$ cat src/rtl/flash_write_packer_pkg.sv
package flash_write_packer_pkg;

    typedef enum logic [1:0] {
        PK_IDLE = 2'd0,
        PK_FILL = 2'd1,
        PK_PROG = 2'd2
    } pk_state_t;

    typedef enum logic [1:0] {
        RES_OK      = 2'b00,
        RES_IOERR   = 2'b01,
        RES_INVALID = 2'b10
    } pk_result_t;

endpackage

$ cat src/rtl/packer_range_check.sv
module packer_range_check #(
    parameter int ADDR_W    = 16,
    parameter int LEN_W     = 16,
    parameter int DEV_BYTES = 4096
) (
    input  logic [ADDR_W-1:0] addr,
    input  logic [LEN_W-1:0]  len,
    output logic              is_empty,
    output logic              is_overrun
);
    localparam int SUM_W = ((ADDR_W > LEN_W) ? ADDR_W : LEN_W) + 2;
    localparam logic [SUM_W-1:0] LIMIT = SUM_W'(DEV_BYTES);

    logic [SUM_W-1:0] end_excl;

    always_comb begin
        end_excl   = SUM_W'(addr) + SUM_W'(len);
        is_empty   = (len == '0);
        is_overrun = (end_excl > LIMIT);
    end
endmodule

$ cat src/rtl/packer_lane_insert.sv
module packer_lane_insert #(
    parameter int BUS_BYTES = 4,
    localparam int LANE_W   = $clog2(BUS_BYTES),
    localparam int DATA_W   = 8 * BUS_BYTES
) (
    input  logic [DATA_W-1:0] word_in,
    input  logic [LANE_W-1:0] lane,
    input  logic [7:0]        byte_in,
    output logic [DATA_W-1:0] word_out
);
    for (genvar g = 0; g < BUS_BYTES; g++) begin : g_lane
        assign word_out[8*g +: 8] = (lane == LANE_W'(g)) ? byte_in : word_in[8*g +: 8];
    end
endmodule

$ cat src/rtl/flash_write_packer.sv
module flash_write_packer
    import flash_write_packer_pkg::*;
#(
    parameter int ADDR_W    = 16,
    parameter int LEN_W     = 16,
    parameter int DEV_BYTES = 4096,
    parameter int BUS_BYTES = 4,
    localparam int LANE_W   = $clog2(BUS_BYTES),
    localparam int DATA_W   = 8 * BUS_BYTES,
    localparam int TAKE_W   = LANE_W + 1
) (
    input  logic              clk,
    input  logic              rst_n,
    input  logic              req_valid,
    output logic              req_ready,
    input  logic [ADDR_W-1:0] req_addr,
    input  logic [LEN_W-1:0]  req_len,
    input  logic              byte_valid,
    output logic              byte_ready,
    input  logic [7:0]        byte_data,
    output logic              wr_req,
    output logic [ADDR_W-1:0] wr_addr,
    output logic [DATA_W-1:0] wr_data,
    input  logic              wr_ack,
    input  logic              wr_pass,
    output logic              done,
    output logic [1:0]        status,
    output logic [LEN_W-1:0]  byte_count
);
    typedef struct packed {
        pk_state_t         state;
        logic [ADDR_W-1:0] waddr;
        logic [LANE_W-1:0] lane;
        logic [LEN_W-1:0]  rem;
        logic [TAKE_W-1:0] taken;
        logic [DATA_W-1:0] wbuf;
        logic [LEN_W-1:0]  count;
        logic              done;
        pk_result_t        result;
    } pk_regs_t;

    pk_regs_t r_q, r_d;

    logic              chk_empty, chk_overrun;
    logic [DATA_W-1:0] wbuf_ins;

    packer_range_check #(
        .ADDR_W(ADDR_W), .LEN_W(LEN_W), .DEV_BYTES(DEV_BYTES)
    ) u_range (
        .addr(req_addr), .len(req_len),
        .is_empty(chk_empty), .is_overrun(chk_overrun)
    );

    packer_lane_insert #(.BUS_BYTES(BUS_BYTES)) u_insert (
        .word_in(r_q.wbuf), .lane(r_q.lane), .byte_in(byte_data),
        .word_out(wbuf_ins)
    );

    always_comb begin
        r_d      = r_q;
        r_d.done = 1'b0;
        case (r_q.state)
            PK_IDLE: begin
                if (req_valid) begin
                    r_d.count = '0;
                    if (chk_empty) begin
                        r_d.done   = 1'b1;
                        r_d.result = RES_OK;
                    end else if (chk_overrun) begin
                        r_d.done   = 1'b1;
                        r_d.result = RES_INVALID;
                    end else begin
                        r_d.state  = PK_FILL;
                        r_d.waddr  = {req_addr[ADDR_W-1:LANE_W], {LANE_W{1'b0}}};
                        r_d.lane   = req_addr[LANE_W-1:0];
                        r_d.rem    = req_len;
                        r_d.taken  = '0;
                        r_d.wbuf   = '1;
                        r_d.result = RES_OK;
                    end
                end
            end
            PK_FILL: begin
                if (byte_valid) begin
                    r_d.wbuf  = wbuf_ins;
                    r_d.rem   = r_q.rem - 1'b1;
                    r_d.taken = r_q.taken + 1'b1;
                    r_d.lane  = r_q.lane + 1'b1;
                    if (r_q.lane == LANE_W'(BUS_BYTES - 1) || r_q.rem == LEN_W'(1)) begin
                        r_d.state = PK_PROG;
                    end
                end
            end
            PK_PROG: begin
                if (wr_ack) begin
                    if (!wr_pass) begin
                        r_d.state  = PK_IDLE;
                        r_d.done   = 1'b1;
                        r_d.result = RES_IOERR;
                    end else begin
                        r_d.count = r_q.count + LEN_W'(r_q.taken);
                        if (r_q.rem == '0) begin
                            r_d.state = PK_IDLE;
                            r_d.done  = 1'b1;
                        end else begin
                            r_d.state = PK_FILL;
                            r_d.waddr = r_q.waddr + ADDR_W'(BUS_BYTES);
                            r_d.lane  = '0;
                            r_d.taken = '0;
                            r_d.wbuf  = '1;
                        end
                    end
                end
            end
            default: r_d.state = PK_IDLE;
        endcase
    end

    always_ff @(posedge clk or negedge rst_n) begin
        if (!rst_n) begin
            r_q        <= '0;
            r_q.state  <= PK_IDLE;
            r_q.wbuf   <= '1;
            r_q.result <= RES_OK;
        end else begin
            r_q <= r_d;
        end
    end

    assign req_ready  = (r_q.state == PK_IDLE);
    assign byte_ready = (r_q.state == PK_FILL);
    assign wr_req     = (r_q.state == PK_PROG);
    assign wr_addr    = r_q.waddr;
    assign wr_data    = r_q.wbuf;
    assign done       = r_q.done;
    assign status     = r_q.result;
    assign byte_count = r_q.count;
endmodule

$ cat config.mk
export PLATFORM = sky130hd
export DESIGN_NAME = flash_write_packer
export DESIGN_NICKNAME = d
export VERILOG_FILES = /design/src/rtl/flash_write_packer_pkg.sv /design/src/rtl/packer_range_check.sv /design/src/rtl/packer_lane_insert.sv /design/src/rtl/flash_write_packer.sv
export SDC_FILE = /design/constraint.sdc
export NUM_CORES = 1
export LEC_CHECK = 0
export ABC_AREA = 1
export ABC_CLOCK_PERIOD_IN_PS = 1950
export BUFFER_PORTS_ARGS = -buffer_cell sky130_fd_sc_hd__buf_2
export CAP_MARGIN = 30
export CORE_MARGIN = 5
export CORE_UTILIZATION = 52
export DETAILED_ROUTE_END_ITERATION = 6
export GPL_TIMING_DRIVEN = 0
export PLACE_DENSITY = 0.75
export SETUP_SLACK_MARGIN = 0.02
export SYNTH_ARGS = -nofsm -noshare
export SYNTH_HDL_FRONTEND = slang
export SYNTH_SLANG_ARGS = --single-unit
$ cat constraint.sdc
create_clock -name clk -period 1.95 [get_ports clk]
set_input_delay 0.0975 -clock clk [delete_from_list [all_inputs] [get_ports clk]]
set_output_delay 0.0975 -clock clk [all_outputs]
set_load 0.02 [all_outputs]
==> flow_metrics.tcl, run 1 <==
set metrics [dict create \
    yosys.area.top_type_share 0.208 \
    p_per_area_nw_per_um2 1430 \
    syn-cell-area_um2 6750 \
    gr-total-overflow 0 \
    p_seq_frac 0.242 \
    ys_seq_area_frac 0.332 \
    synth_common_cells "nand2_1 (282), inv_1 (101), buf_4 (73), nand4_1 (70), nor2_1 (60)" \
    vdd_drop_max_uv 616 \
    grt_pass1_wl_um 32700 \
    nets 1203 \
    max-cap-violations 0 \
    clk_latency_ps 350 \
    cts.sinks 88 \
    critPathArrivalTime_ps 2420 \
    die_h_um 124 \
    status "finished with violations" \
    combPwrFrac 0.617 \
    cts-buffers-inserted 9 \
    slew_headroom 0.518 \
    drc 0 \
    num_rows 41 \
    h-tree-depth 3 \
    yosysMostFrequentCell "nand2_1" \
    drive_gt1_frac 0.408 \
    crit_path_start_kind "input port" \
    track_usage 0.270 \
    dieArea_um2 15400 \
    worst_slack_ps -230 \
    start_util 0.533 \
    rsz0062_at_grt "yes" \
    io_buffers 113 \
    antenna_cells 0 \
    finalMaxSlewViolations 0 \
    antenna_found_initial 0 \
    dieWidth_um 124 \
    preCtsSetupSlack_ps -606 \
    ctsRootBufferMaster "clkbuf_16" \
    cts_tree "done" \
    endpoint_kind "flop" \
    pwr-share-clk 0.140 \
    drtIter0Drc 726 \
    boundaryPins 116 \
    synthFlopType "dfrtp_1" \
    async_flop_share 1.00 \
    power_mw 13.3 \
    cp_max_fo 5 \
    yosys.area.top_type "dfrtp_1" \
    postRouteAntennaNets 0 \
    routed-via-count 7146 \
    final_util 0.734 \
    ys_ff_latch 88 \
    path_clk_slew_ps 70 \
    synth.avg_cell_area_um2 7.17 \
    fin_skew_ps 8.83 \
    ys_types 50 \
    first_pass_iters 6 \
    synthCells 942 \
    grt_max_degree 52 \
    synth_area_leaders "dfrtp_1 (21%), nand2_1 (16%), dfstp_2 (12%)" \
    syn_to_final_growth_pct 37.8 \
    avgRoutedWirePerCell_um 16.3 \
    synth_edf_count 0 \
    place_congestion 0.949 \
    switchingPower_mw 6.06 \
    tightest_slew_ps 716 \
    via_per_inst 5.49 \
    hold_viol 0 \
    violations "setup timing" \
    cp.required_ps 2190 \
    drt-total-wl_um 21200 \
    cellLeakagePower_nw 4.81 \
    final-setup-viol-count 77 \
    grt_pass1_vias 6776 \
    cts_buffer_depth 2 \
    yosys_warnings 0 \
    dpl.hpwl_um 14000 \
    period_needed_ps 2180 \
    max_freq_mhz 459 \
    p_int_mw 7.26 \
    tns_ps -11410 \
    p_sw_frac 0.455 \
    hold_path.class "in -> reg" \
    finalCritPeriodShare 1.12 \
    coreArea_um2 12700 \
    critical_path_class "in -> reg" \
]
-- cell families (layout without fill, tap and decap cells) --
kind of cell / count (synthesis) / after routing / synth area share
AOI/OAI and AO/OA: 106 / 106 / 0.0943
xor gates and xnor gates: 9 / 9 / 0.0117
adders and majority gates: 33 / 33 / 0.0634
buffers and inverters: 198 / 384 / 0.154
DFF: 88 / 88 / 0.332
other: 1 / 2 / 0.000555
and+or+nand+nor: 507 / 507 / 0.344
-- per-layer routing --
layer	share of wire	GRT usage	vias up
met5	0	0	-
met4	0.028	0.110	0
met3	0.076	0.0445	61
met2	0.48	0.449	345
met1	0.42	0.352	3320
li1	-	-	3420
-- flip-flops by register name (all words and copies together) (netlist names) --
signal and count:
wr_data 32, byte_count 16, status 2, r_q 23, done 1, wr_addr 14
-- power by group through the flow --
stage / clock network (mW) / logic, mW / registers, mW
floorplan: 0 / 4.55 / 3.03
global placement: 0 / 5.90 / 3.15
detailed placement: 0 / 6.01 / 3.15
CTS: 1.89 / 7.71 / 3.15
global route: 1.96 / 8.86 / 3.30
finish: 1.87 / 8.22 / 3.23
-- area by class of cell --
class	count	area, um2
clock inverter	5	63.8
clock buffer	11	254
tap	172	215
multi-input combinational	657	4140
buffer	88	714
timing repair buffer	173	1250
sequential	88	2250
fill	940	3370
inverter	107	414
-- final timing paths --
path	from	to	slack (ps)	cells after the start
setup / recovery	req_addr[0]	r_q[71]$_DFFE_PN0P_	-230	17
hold / removal	req_addr[15]	wr_addr[15]$_DFFE_PN0P_	80	3
setup reg to reg	r_q[65]$_DFFE_PN0P_	wr_data[15]$_DFFE_PN1P_	-140	11
hold reg to reg	wr_data[27]$_DFFE_PN1P_	wr_data[27]$_DFFE_PN1P_	460	2
max in group asynchronous	rst_n	wr_data[20]$_DFFE_PN1P_	990	3
min in group asynchronous	rst_n	byte_count[12]$_DFFE_PN0P_	280	2
-- critical path, cell delays in order --
cell,delay [ps]
buf_8,100
ha_4,160
fa_2,390
or2_4,240
nor2_4,80
nand3_2,50
nor2_1,100
nand3_1,110
nor2_2,110
nand2_1,70
nand2_2,130
buf_6,130
nand2_8,60
nand2_8,80
nand4_1,230
nand2_1,180
nand2_1,70
-- what timing repair did --
| item | CTS | global route |
|---|---|---|
| pin swaps | 40 | 54 |
| gates cloned | 9 | 0 |
| buffers inserted | 31 | 20 |
| setup endpoints to repair | 81 | 83 |
| resized for setup | 117 | 85 |
| hold buffers | 1 | 0 |
| hold endpoints to repair | 37 | 0 |
-- cells in the final DEF, fill, tap and decap left out, types with 10 or more instances in the layout --
| cell | count |
|---|---|
| ha_4 | 11 |
| inv_1 | 98 |
| dfrtp_1 | 53 |
| nand2_1 | 227 |
| buf_6 | 12 |
| nand4_1 | 70 |
| o21ai_0 | 30 |
| nand2_4 | 12 |
| nand2_2 | 46 |
| buf_8 | 12 |
| buf_4 | 103 |
| buf_2 | 110 |
| nand3_2 | 11 |
| o21ai_2 | 12 |
| a21oi_1 | 32 |
| nor2_1 | 46 |
| clkbuf_16 | 10 |
| nand3_1 | 38 |
| nor2_4 | 16 |
| ha_1 | 18 |
| dfstp_2 | 32 |
-- per-stage QoR --
| step | cells | hold slack, ps | instance area (um2) |
|---|---|---|---|
| global placement | 1228 | 423 | 7660 |
| finish | 1301 | 78.4 | 9300 |
| global route | 1301 | 80.2 | 9300 |
| detailed placement | 1229 | 116 | 7690 |
| floorplan | 943 | -198 | 6880 |
| CTS | 1285 | 56.1 | 8910 |
(Power assumes the default switching activity.)
==> run 2, diff against run 1 <==
CORE_UTILIZATION = 46   (was 52)
PLACE_DENSITY = 0.67   (was 0.75)
==> flow_metrics.tcl, run 2 (synthesized netlist as in run 1, its figures left out) <==
set metrics [dict create \
    critPathArrivalTime_ps 2440 \
    p_int_mw 7.35 \
    dieWidth_um 131 \
    avgRoutedWirePerCell_um 15.8 \
    postRouteAntennaNets 0 \
    h-tree-depth 3 \
    max-cap-violations 0 \
    worst_slack_ps -207 \
    grt_max_degree 63 \
    place_congestion 0.913 \
    placed_cells 1241 \
    hold_path.class "in -> reg" \
    reg2reg_from "r_q[54]$_DFFE_PN0P_" \
    max_freq_mhz 464 \
    holdCritStartpoint "wr_ack" \
    boundaryPins 116 \
    first_pass_iters 5 \
    tightest_slew_ps 726 \
    layout_common_cells "nand2_1 (230), buf_2 (110), inv_1 (97), buf_4 (97), nand4_1 (70)" \
    finalMaxSlewViolations 0 \
    drt-total-wl_um 20700 \
    finalCritPeriodShare 1.11 \
    die_h_um 131 \
    switchingPower_mw 5.93 \
    hold_slack_ps 56.8 \
    violations "setup timing" \
    dpl_cell_area_um2 7710 \
    coreArea_um2 14500 \
    via_per_inst 5.31 \
    dpl.hpwl_um 14400 \
    p_sw_frac 0.447 \
    antenna_found_initial 0 \
    cts.sinks 88 \
    final_common_cell "nand2_1" \
    dieArea_um2 17200 \
    cts_tree "done" \
    fin_skew_ps 3.66 \
    antenna_cells 0 \
    pwr-share-clk 0.137 \
    cts-buffers-inserted 9 \
    worstSetupStartpoint "r_q[54]$_DFFE_PN0P_" \
    start_util 0.466 \
    drtIter0Drc 494 \
    cp.required_ps 2230 \
    endpoint_kind "flop" \
    final_util 0.634 \
    io_buffers 113 \
    grt_pass1_wl_um 32900 \
    grt_pass1_vias 6566 \
    crit_path_start_kind "flop" \
    nets 1203 \
    critical_path_class "reg -> reg" \
    num_rows 44 \
    ctsRootBufferMaster "clkbuf_16" \
    gr-total-overflow 0 \
    path_clk_slew_ps 60 \
    cp_max_fo 8 \
    track_usage 0.231 \
    fin_cells 1313 \
    rsz0062_at_grt "yes" \
    p_seq_frac 0.242 \
    drive_gt1_frac 0.391 \
    syn_to_final_growth_pct 36.1 \
    clk_latency_ps 350 \
    p_per_area_nw_per_um2 1450 \
    drc 0 \
    slew_headroom 0.512 \
    final-setup-viol-count 76 \
    cts_buffer_depth 2 \
    design_area_um2 9190 \
    combPwrFrac 0.621 \
    tns_ps -11710 \
    status "finished with violations" \
    preCtsSetupSlack_ps -624 \
    vdd_drop_max_uv 683 \
    hold_viol 0 \
    routed-via-count 6975 \
    cellLeakagePower_nw 4.82 \
    power_mw 13.3 \
    largest_register_ffs 32 \
    period_needed_ps 2160 \
]
run 2: cell types whose count changed in the layout (fill, tap and decap cells not counted), moves of 4 or more:
cell	change
buf_12	+6
buf_4	-6
buf_6	+4
ha_1	+5
ha_4	-6
nand3_1	+7
nand3_2	-7
nor2_2	+4
nor2_4	-6
run 2: cell type report:
| class | instances | area [um2] |
|---|---|---|
| buffer | 89 | 729 |
| clock inverter | 4 | 50.0 |
| tap | 184 | 230 |
| timing repair buffer | 172 | 1280 |
| multi-input combinational | 657 | 3980 |
| sequential | 88 | 2240 |
| fill | 1282 | 5290 |
| clock buffer | 12 | 258 |
| inverter | 107 | 413 |
run 2: metal layers:
| layer | vias up | share of wire | wire length, um | global-route usage |
|---|---|---|---|---|
| li1 | 3416 | - | - | - |
| met1 | 3263 | 0.43 | 8910 | 0.307 |
| met2 | 250 | 0.48 | 10000 | 0.378 |
| met3 | 46 | 0.064 | 1340 | 0.0463 |
| met4 | 0 | 0.024 | 496 | 0.0751 |
| met5 | - | 0 | 0 | 0 |
run 2: critical path, stage by stage (launching register included):
cell	delay (ps)
dfrtp_1	430
inv_1	70
ha_2	200
nand2_2	90
nor2_4	60
a21boi_2	180
nor2_2	100
nor2_1	170
nand2_2	180
nor2_4	260
nand4_4	180
nand2_1	120
nand2_1	50
run 2: worst paths after layout:
check / slack, ps / endpoint / cells after the start
min in group asynchronous: 220 / r_q[61]$_DFFE_PN0P_ / 2
min reg2reg: 460 / wr_data[26]$_DFFE_PN1P_ / 2
min: 60 / done$_DFF_PN0_ / 3
max reg2reg: -210 / wr_data[1]$_DFFE_PN1P_ / 12
max in group asynchronous: 1070 / wr_data[13]$_DFFE_PN1P_ / 3
max: -210 / wr_data[1]$_DFFE_PN1P_ / 12
run 2: power by group through the flow:
stage / clock network, mW / logic [mW] / registers (mW)
final: 1.82 / 8.24 / 3.22
after global routing: 1.95 / 8.89 / 3.31
after CTS: 1.85 / 7.97 / 3.18
after detailed placement: 0 / 6.01 / 3.17
after global placement: 0 / 5.95 / 3.16
after floorplan: 0 / 4.55 / 3.03
run 2: what timing repair did:
action / CTS / global route
pin swaps: 51 / 35
hold buffers: 1 / 0
gates resized for setup: 112 / 60
hold endpoints to repair: 26 / 0
buffers inserted: 36 / 16
cloned: 10 / 0
endpoints found under the setup margin: 81 / 82
==> run 3, diff against run 2 <==
CELL_PAD_IN_SITES_DETAIL_PLACEMENT = 2   (was not set)
CELL_PAD_IN_SITES_GLOBAL_PLACEMENT = 2   (was not set)
CORE_UTILIZATION = 29   (was 46)
PLACE_DENSITY = 0.74   (was 0.67)
==> flow_metrics.tcl, run 3 (synthesized netlist as in run 1, its figures left out) <==
set metrics [dict create \
    clk_latency_ps 360 \
    drt-total-wl_um 29200 \
    postRouteAntennaNets 0 \
    vdd_drop_max_uv 550 \
    worst_slack_ps -283 \
    max_freq_mhz 448 \
    slew_headroom 0.497 \
    fin_skew_ps 11.0 \
    start_util 0.296 \
    path_clk_slew_ps 70 \
    fin_cells 1453 \
    drc 0 \
    cts_buffer_depth 2 \
    h-tree-depth 3 \
    layout_common_cells "nand2_1 (210), buf_4 (116), buf_2 (111)" \
    highest_layer "met4" \
    wl_met2_um 15300 \
    dieArea_um2 26400 \
    hold_path.class "in -> reg" \
    p_sw_frac 0.486 \
    placed_cells 1370 \
    power_mw 13.8 \
    cts.sinks 88 \
    track_usage 0.207 \
    cp.required_ps 2190 \
    hold_viol 0 \
    period_needed_ps 2230 \
    max-cap-violations 0 \
    ctsRootBufferMaster "clkbuf_16" \
    syn_to_final_growth_pct 43.5 \
    rsz0062_at_grt "yes" \
    endpoint_kind "flop" \
    place_congestion 0.814 \
    final-setup-viol-count 79 \
    cellLeakagePower_nw 4.88 \
    critical_path_class "in -> reg" \
    grt_pass1_vias 7863 \
    avgRoutedWirePerCell_um 20.1 \
    drtIter0Drc 262 \
    drive_gt1_frac 0.445 \
    antenna_found_initial 0 \
    via_per_inst 5.05 \
    p_per_area_nw_per_um2 1420 \
    grt_pass1_wl_um 43000 \
    wl_met1_um 12400 \
    io_buffers 113 \
    num_rows 55 \
    nFillCells 2594 \
    finalMaxSlewViolations 0 \
    pwr-share-clk 0.126 \
    status "finished with violations" \
    nets 1214 \
    gr-total-overflow 0 \
    cts_tree "done" \
    cts-buffers-inserted 9 \
    dpl.hpwl_um 19500 \
    die_h_um 163 \
    routed-via-count 7344 \
    finalCritPeriodShare 1.15 \
    combPwrFrac 0.636 \
    first_pass_iters 4 \
    crit_path_start_kind "input port" \
    violations "setup timing" \
    final_common_cell "nand2_1" \
    grt_max_degree 63 \
    cp_max_fo 5 \
    critPathArrivalTime_ps 2470 \
    antenna_cells 0 \
    p_seq_frac 0.238 \
    p_int_mw 7.08 \
    dieWidth_um 163 \
    tightest_slew_ps 748 \
    switchingPower_mw 6.68 \
    wl_met3_um 885 \
    boundaryPins 116 \
    coreArea_um2 22800 \
    largest_register_ffs 32 \
    multi_input_area_um2 4360 \
    regArea_um2 2250 \
]
## run 3: final cells by class
class                   instances  area share
multi-input cells             658       0.450
flip-flops and latches         88       0.232
repair buffers                182       0.130
plain buffers                  89      0.0763
inverters                     107      0.0427
well taps                     313      0.0404
clock buffers                   9      0.0232
clock inverters                 7     0.00568
## run 3: stage by stage
step	TNS, ps	utilization	setup WS, ps	area [um2]	hold WS [ps]
2_1_floorplan	-3700	-	-122	6880	-198
3_5_place_dp	-53260	0.346	-798	7870	63.5
6_report	-14250	0.425	-283	9690	63.4
4_1_cts	-13200	0.398	-248	9060	50.0
5_1_grt	-22840	0.425	-393	9690	60.0
3_3_place_gp	-60000	0.344	-759	7840	413
## run 3: repair_timing
item	4_1_cts	5_1_grt
hold buffers	1	0
endpoints found under the hold margin	26	0
resized for setup	134	127
buffers inserted	43	21
cloned	6	3
pin swaps	54	63
endpoints found under the setup margin	83	84
## run 3: layer usage
| metal | global-route usage | vias to the layer above |
|---|---|---|
| li1 | - | 3447 |
| met1 | 0.254 | 3696 |
| met2 | 0.379 | 153 |
| met3 | 0.0202 | 48 |
| met4 | 0.0660 | 0 |
| met5 | 0 | - |
## run 3: critical path, cell delays in order
cell and delay [ps]:
buf_6 100, ha_4 150, fa_2 390, nand2_4 90
nand2_4 70, nand3_4 110, nand2_4 70, nand2_2 90
nand2_1 70, a21oi_2 120, nor2_1 70, nor2_4 220
nand2_4 110, nand2_8 100, buf_6 110, nand4_1 230
nand2_1 190, nand2_1 80
## run 3: power groups by stage
stage | Combinational [mW] | Sequential, mW | Clock [mW]
after floorplan | 4.55 | 3.03 | 0
after global placement | 6.21 | 3.18 | 0
after detailed placement | 6.40 | 3.20 | 0
after CTS | 7.97 | 3.19 | 1.79
after global routing | 9.39 | 3.36 | 1.86
final | 8.75 | 3.28 | 1.74
## run 3: worst paths after layout
check / from / to / slack, ps / cells past startpoint
min in group asynchronous: rst_n / r_q[54]$_DFFE_PN0P_ / 220 / 2
max reg2reg: r_q[88]$_DFFE_PN0P_ / byte_count[15]$_DFFE_PN0P_ / -280 / 12
min reg2reg: wr_data[11]$_DFFE_PN1P_ / wr_data[11]$_DFFE_PN1P_ / 470 / 2
min: req_addr[15] / wr_addr[15]$_DFFE_PN0P_ / 60 / 3
max in group asynchronous: rst_n / wr_data[14]$_DFFE_PN1P_ / 1040 / 3
max: req_len[0] / r_q[70]$_DFFE_PN0P_ / -280 / 18
